## src/rtl/tdm_pkg.sv

```systemverilog
package tdm_pkg;

    localparam int NUM_DOM = 2;

    typedef enum logic {
        DOM_HI = 1'b0,
        DOM_LO = 1'b1
    } dom_e;

    typedef struct packed {
        logic valid;
        dom_e dom;
    } beat_hdr_t;

    function automatic int unsigned slot_after(input int unsigned idx, input int unsigned frame);
        return (idx == frame - 1) ? 0 : idx + 1;
    endfunction

endpackage

```

## src/rtl/tdm_vc_fifo.sv

```systemverilog
module tdm_vc_fifo #(
    parameter int W     = 16,
    parameter int DEPTH = 4
) (
    input  logic         clk,
    input  logic         rst,
    input  logic         push,
    input  logic [W-1:0] din,
    input  logic         pop,
    output logic [W-1:0] dout,
    output logic         full,
    output logic         empty
);
    localparam int AW = (DEPTH > 1) ? $clog2(DEPTH) : 1;
    localparam int CW = $clog2(DEPTH + 1);

    logic [W-1:0]  mem [DEPTH];
    logic [AW-1:0] rd_q, wr_q;
    logic [CW-1:0] cnt_q;

    function automatic logic [AW-1:0] bump(input logic [AW-1:0] p);
        return (p == AW'(DEPTH - 1)) ? '0 : p + 1'b1;
    endfunction

    always_ff @(posedge clk) begin
        if (rst) begin
            rd_q  <= '0;
            wr_q  <= '0;
            cnt_q <= '0;
        end else begin
            if (push) begin
                mem[wr_q] <= din;
                wr_q      <= bump(wr_q);
            end
            if (pop) rd_q <= bump(rd_q);
            cnt_q <= cnt_q + CW'(push) - CW'(pop);
        end
    end

    assign dout  = mem[rd_q];
    assign full  = (cnt_q == CW'(DEPTH));
    assign empty = (cnt_q == '0);

    AST_FIFO_BOUND: assert property (@(posedge clk) disable iff (rst)
        cnt_q <= CW'(DEPTH));
    AST_NO_POP_EMPTY: assert property (@(posedge clk) disable iff (rst)
        pop |-> cnt_q != '0);
endmodule

```

## src/rtl/tdm_slot_table.sv

```systemverilog
module tdm_slot_table
    import tdm_pkg::*;
#(
    parameter int FRAME = 10
) (
    input  logic             clk,
    input  logic             rst,
    input  logic [FRAME-1:0] map_in,
    output dom_e             owner,
    output logic [$clog2(FRAME)-1:0] slot
);
    localparam int SW = $clog2(FRAME);

    logic [FRAME-1:0] map_q;
    logic [SW-1:0]    slot_q;

    always_ff @(posedge clk) begin
        if (rst) begin
            map_q  <= map_in;
            slot_q <= '0;
        end else begin
            slot_q <= SW'(slot_after(int'(slot_q), FRAME));
        end
    end

    assign owner = map_q[slot_q] ? DOM_LO : DOM_HI;
    assign slot  = slot_q;

    AST_SLOT_WRAP: assert property (@(posedge clk) disable iff (rst)
        (slot_q == SW'(FRAME - 1)) |=> (slot_q == '0));
    AST_MAP_HELD: assert property (@(posedge clk) disable iff (rst)
        1'b1 |=> $stable(map_q));
endmodule

```

## src/rtl/tdm_credit_ctr.sv

```systemverilog
module tdm_credit_ctr #(
    parameter int MAX = 4
) (
    input  logic clk,
    input  logic rst,
    input  logic take,
    input  logic ret,
    output logic ok
);
    localparam int CW = $clog2(MAX + 1);

    logic [CW-1:0] cnt_q;

    always_ff @(posedge clk) begin
        if (rst) cnt_q <= CW'(MAX);
        else     cnt_q <= cnt_q - CW'(take) + CW'(ret);
    end

    assign ok = (cnt_q != '0);

    AST_CREDIT_CAP: assert property (@(posedge clk) disable iff (rst)
        cnt_q <= CW'(MAX));
    AST_NO_TAKE_DRY: assert property (@(posedge clk) disable iff (rst)
        take |-> cnt_q != '0);
endmodule

```

## src/rtl/tdm_link_sched.sv

```systemverilog
module tdm_link_sched
    import tdm_pkg::*;
#(
    parameter int DATA_W  = 16,
    parameter int FRAME   = 10,
    parameter int DEPTH   = 4,
    parameter int CREDITS = 4,
    parameter int IDLE_W  = 16
) (
    input  logic              clk,
    input  logic              rst,
    input  logic [FRAME-1:0]  slot_map,
    input  logic              hi_valid,
    input  logic [DATA_W-1:0] hi_data,
    output logic              hi_ready,
    input  logic              lo_valid,
    input  logic [DATA_W-1:0] lo_data,
    output logic              lo_ready,
    input  logic              hi_credit,
    input  logic              lo_credit,
    output logic              link_valid,
    output logic              link_lo,
    output logic [DATA_W-1:0] link_data,
    output logic [IDLE_W-1:0] hi_idle,
    output logic [IDLE_W-1:0] lo_idle
);
    localparam int SW = $clog2(FRAME);

    dom_e           owner;
    logic [SW-1:0]  slot;

    logic              in_valid [NUM_DOM];
    logic [DATA_W-1:0] in_data  [NUM_DOM];
    logic              cr_ret   [NUM_DOM];
    logic              full     [NUM_DOM];
    logic              empty    [NUM_DOM];
    logic              cr_ok    [NUM_DOM];
    logic              grant    [NUM_DOM];
    logic [DATA_W-1:0] head     [NUM_DOM];
    logic [IDLE_W-1:0] idle_q   [NUM_DOM];

    beat_hdr_t         hdr_q;
    logic [DATA_W-1:0] data_q;

    assign in_valid[0] = hi_valid;
    assign in_valid[1] = lo_valid;
    assign in_data[0]  = hi_data;
    assign in_data[1]  = lo_data;
    assign cr_ret[0]   = hi_credit;
    assign cr_ret[1]   = lo_credit;

    tdm_slot_table #(.FRAME(FRAME)) u_table (
        .clk    (clk),
        .rst    (rst),
        .map_in (slot_map),
        .owner  (owner),
        .slot   (slot)
    );

    for (genvar d = 0; d < NUM_DOM; d++) begin : g_dom
        logic owns;
        assign owns     = (owner == dom_e'(d));
        assign grant[d] = owns && !empty[d] && cr_ok[d];

        tdm_vc_fifo #(.W(DATA_W), .DEPTH(DEPTH)) u_fifo (
            .clk   (clk),
            .rst   (rst),
            .push  (in_valid[d] && !full[d]),
            .din   (in_data[d]),
            .pop   (grant[d]),
            .dout  (head[d]),
            .full  (full[d]),
            .empty (empty[d])
        );

        tdm_credit_ctr #(.MAX(CREDITS)) u_credit (
            .clk  (clk),
            .rst  (rst),
            .take (grant[d]),
            .ret  (cr_ret[d]),
            .ok   (cr_ok[d])
        );

        always_ff @(posedge clk) begin
            if (rst)                    idle_q[d] <= '0;
            else if (owns && !grant[d]) idle_q[d] <= idle_q[d] + 1'b1;
        end
    end

    always_ff @(posedge clk) begin
        if (rst) begin
            hdr_q  <= '{valid: 1'b0, dom: DOM_HI};
            data_q <= '0;
        end else begin
            hdr_q.valid <= grant[0] || grant[1];
            hdr_q.dom   <= owner;
            if (grant[0] || grant[1])
                data_q <= (owner == DOM_LO) ? head[1] : head[0];
        end
    end

    assign hi_ready   = !full[0];
    assign lo_ready   = !full[1];
    assign link_valid = hdr_q.valid;
    assign link_lo    = (hdr_q.dom == DOM_LO);
    assign link_data  = data_q;
    assign hi_idle    = idle_q[0];
    assign lo_idle    = idle_q[1];

    AST_LINK_OWNER: assert property (@(posedge clk) disable iff (rst)
        link_valid |-> (link_lo == $past(owner == DOM_LO)));
    AST_LO_IDLE_EMPTY: assert property (@(posedge clk) disable iff (rst)
        (lo_idle != $past(lo_idle)) |-> (!link_valid && link_lo));
    AST_HI_IDLE_EMPTY: assert property (@(posedge clk) disable iff (rst)
        (hi_idle != $past(hi_idle)) |-> (!link_valid && !link_lo));
    AST_ONE_IDLE_BUMP: assert property (@(posedge clk) disable iff (rst)
        !((hi_idle != $past(hi_idle)) && (lo_idle != $past(lo_idle))));
endmodule

```

## config.mk

```make
export PLATFORM = sky130hd
export DESIGN_NAME = tdm_link_sched
export DESIGN_NICKNAME = d
export VERILOG_FILES = /design/src/rtl/tdm_pkg.sv /design/src/rtl/tdm_vc_fifo.sv /design/src/rtl/tdm_slot_table.sv /design/src/rtl/tdm_credit_ctr.sv /design/src/rtl/tdm_link_sched.sv
export SDC_FILE = /design/constraint.sdc
export NUM_CORES = 1
export LEC_CHECK = 0
export BUFFER_PORTS_ARGS = -buffer_cell sky130_fd_sc_hd__buf_4
export CAP_MARGIN = 15
export CORE_MARGIN = 2
export CORE_UTILIZATION = 53
export DETAILED_ROUTE_END_ITERATION = 10
export PLACE_DENSITY = 0.81
export SKIP_CTS_REPAIR_TIMING = 1
export SLEW_MARGIN = 10
export SYNTH_ARGS = -nofsm -noshare
export SYNTH_HDL_FRONTEND = slang
export SYNTH_SLANG_ARGS = --single-unit
```

## constraint.sdc

```tcl
create_clock -name clk -period 2.45 [get_ports clk]
set_input_delay 0.1225 -clock clk [delete_from_list [all_inputs] [get_ports clk]]
set_output_delay 0.1225 -clock clk [all_outputs]
set_load 0.005 [all_outputs]
```

==> summary.md <==
| Metric | Value |
|---|---|
| Outcome | `finished with violations` |
| Failing checks | `negative setup slack` |
| GP Congestion | `approximately 0.8` |
| Leakage Power | `approximately 4.2 nW` |
| Critical path startpoint | `u_table.slot[1]` |
| Max Fclk | `between 0.3 and 0.4 GHz` |
| PwrDens | `986 mW/mm^2` |
| Syn Inst Count | `~660` |
| Critical path startpoint category | `register` |
| Slack of the critical path | `-0.167 ns` |
| CTS Buffer Depth | `3` |
| Slew Viols, Final | `0` |
| Antenna cells | `0` |
| YS warnings | `0` |
| Initial antenna violation count | `0` |
| Total routed wirelength | `19000 um` |
| Maxcap violations | `0` |
| Worst-Margin Slew | `between 0.5 and 0.6 ns` |
| Largest net degree at the start of global routing | `40` |
| Crit. End Element | `register` |
| Die H | `between 100 and 150 um` |
| Dominant synthesized flop cell | `edfxtp_1` |
| DIE WIDTH | `135 um` |
| Syn nets | `between 700 and 800` |
| Worst Hold Launch | `rst` |
| Seq/Total Area, Yosys | `around 66%` |
| Filler instances | `1162` |
| Slowest CP cell | `a221o_1` |
| Clock net sink count | `approximately 220` |
| Post-synth EDFFs | `between 150 and 200` |
| I/O Buffers | `about 100` |
| First-pass GRT wire length | `between 20000 and 30000 um` |
| Initial Util | `between 50% and 60%` |
| Initial DRT Pass Iterations | `5` |
| Layout overhead on the synthesized area | `25.6%` |
| Top-area cell type share of the netlist area | `between 50% and 60%` |
| GR Util All Layers | `between 20% and 30%` |
| DR vias/cell | `about 5.4` |
| H-tree depth | `1` |
| Die area | `~0.018 sq mm` |
| Worst ir drop on vdd | `0.000580 V` |
| Crit path kind | `register to register` |
| Slew margin rel. | `61.4%` |
| Initial DRC Count | `between 200 and 300` |
| Crit-path max cell delay | `about 0.39 ns` |
| Synthesized flop and latch total | `between 200 and 250` |
| Top cells by area, synth | `edfxtp_1 56%, dfxtp_1 10%, nor2_1 5.0%, mux4_2 4.0%, ha_1 3.0%` |
| Ports | `100` |
| GRT overflow | `0` |
| # DRC | `0` |
| CP Cell Sequence | `nor2b_1 > a221o_1 > o211a_1 > ha_1 > inv_1 > ha_1 > inv_1 > fa_2 > xor2_2 > xnor2_1 > nor2_1` |
| Period utilization | `107%` |
| Core area | `around 0.017 sq mm` |
| Row count | `47` |
| Worst hold slack | `0.0673 ns` |
| Latest clock arrival within the worst-skew pair | `around 0.5 ns` |
| DR vias | `5760` |
| CTS root buf | `clkbuf_16` |
| Top-count cell post-synth | `edfxtp_1` |
| Clock-pin slew on the worst setup and hold paths | `about 0.06 ns` |
| Synth unique cells | `43` |
| CP arrival | `about 3 ns` |
| Synth top cells by count | `170 x edfxtp_1, 122 x nor2_1, 46 x dfxtp_1` |
| Antenna-violating nets left | `0` |
| Crit path max fanout | `6` |
| Final Skew | `between 0.01 and 0.015 ns` |
| Final hold violations | `0` |
| Hold WC Path Type | `primary input to register` |
| Worst R2R Start | `u_table.slot[1]` |
| Unrepaired setup endpoints after global routing | `true` |
| Total Nets Final | `slightly above 900` |
| Final core utilization | `68.5%` |
| CTS tree | `built` |
| Layout cell share with drive strength beyond 1 | `26.0%` |
| Worst EP required | `2.83 ns` |
| Num CTS Buffers | `22` |
| Min cycle time layout | `approximately 2.6 ns` |
| Synth area leader | `edfxtp_1` |
| WL/cell | `about 18 um` |
| Synthesized area | `0.00910 sq mm` |
| Post-DP HPWL | `12400 um` |
| Vias in the first global route | `5711` |
| Fraction of registers with async set/reset | `0%` |
| Mean Syn Cell Area | `~14 sq um` |
| Setup Viol. Count Final | `4` |
-- layer usage --
metal / vias up / GRT usage [%] / part of all wire (%)
met5: - / 0 / 0
met4: 0 / 7.87 / 2.9
met3: 40 / 2.78 / 4.7
met2: 161 / 34.5 / 51
met1: 2807 / 26.2 / 41
li1: 2752 / - / -
-- critical path, delay by kind of cell (launching register included) --
kind                       cells  cell delay, ns
AOI/OAI and AO/OA              2            0.68
xor gates and xnor gates       2            0.35
adders and majority gates      3            0.78
buffers and inverters          2            0.12
DFF                            1            0.35
and+or+nand+nor                2            0.23
-- sequential cells by signal (all words and copies together), names as in the netlist, 4 cells and up, named ones only --
signal / count
u_table.slot: 4
idle_q: 32
g_dom.u_credit.cnt_q: 6
g_dom.u_fifo.mem: 128
link_data: 16
g_dom.u_fifo.wr_q: 4
g_dom.u_fifo.rd_q: 4
u_table.map_q: 10
g_dom.u_fifo.cnt_q: 6
-- cell families (layout without fill, tap and decap cells) --
| family | count (synthesis) | after routing | synth area share [%] |
|---|---|---|---|
| AOI/OAI and AO/OA | 65 | 65 | 4.92 |
| adders and majority gates | 26 | 26 | 3.90 |
| buffers and inverters | 51 | 240 | 2.54 |
| and+or+nand+nor | 210 | 210 | 10.2 |
| xor gates and xnor gates | 37 | 37 | 3.56 |
| DFF | 216 | 216 | 66.2 |
| muxes | 57 | 57 | 8.70 |
-- stage by stage --
step                      cells  worst slack (ns)  cell area [sq um]  power, mW  TNS, ns
final                      1071            -0.167              11400       11.3   -0.269
after global routing       1071            -0.274              11400       11.8   -0.945
after CTS                  1023            -0.177              10900       11.2    -2.01
after detailed placement    986            -0.124              10300       8.17    -1.76
after global placement      986           -0.0461              10300       7.97  -0.0665
after floorplan             662            -0.105               9130       6.94   -0.334
-- cells in the final DEF (no fill, tap or decap), drive strengths merged, types with 24 or more instances in the layout --
master,n
edfxtp,170
nor2,122
mux2i,24
dlygate4sd3,46
clkbuf,28
buf,135
dfxtp,46
nand2,24
-- report_power, final --
group	switching (mW)	total, mW	internal (mW)
clock	1.31	3.01	1.71
combinational	1.64	3.23	1.59
sequential	0.449	5.03	4.58
-- final timing paths --
path | slack, ns | depth (start not counted) | end
max reg2reg | -0.17 | 11 | g_dom[0].u_fifo.cnt_q[2]
min | 0.07 | 2 | g_dom[1].u_credit.cnt_q[0]
max | -0.17 | 11 | g_dom[0].u_fifo.cnt_q[2]
min reg2reg | 0.48 | 1 | link_data[12]
-- layout make-up --
type                            instances  area, sq um  area share [%]
Tap cell                              220          275            2.41
Timing Repair Buffer                  181         1490            13.0
Clock buffer                           28          593            5.19
Inverter                               22         82.6           0.722
Multi-Input combinational cell        395         2910            25.4
Clock inverter                          9         55.1           0.482
Sequential cell                       216         6030            52.8
No activity file was read; power rests on OpenSTA's default activity.
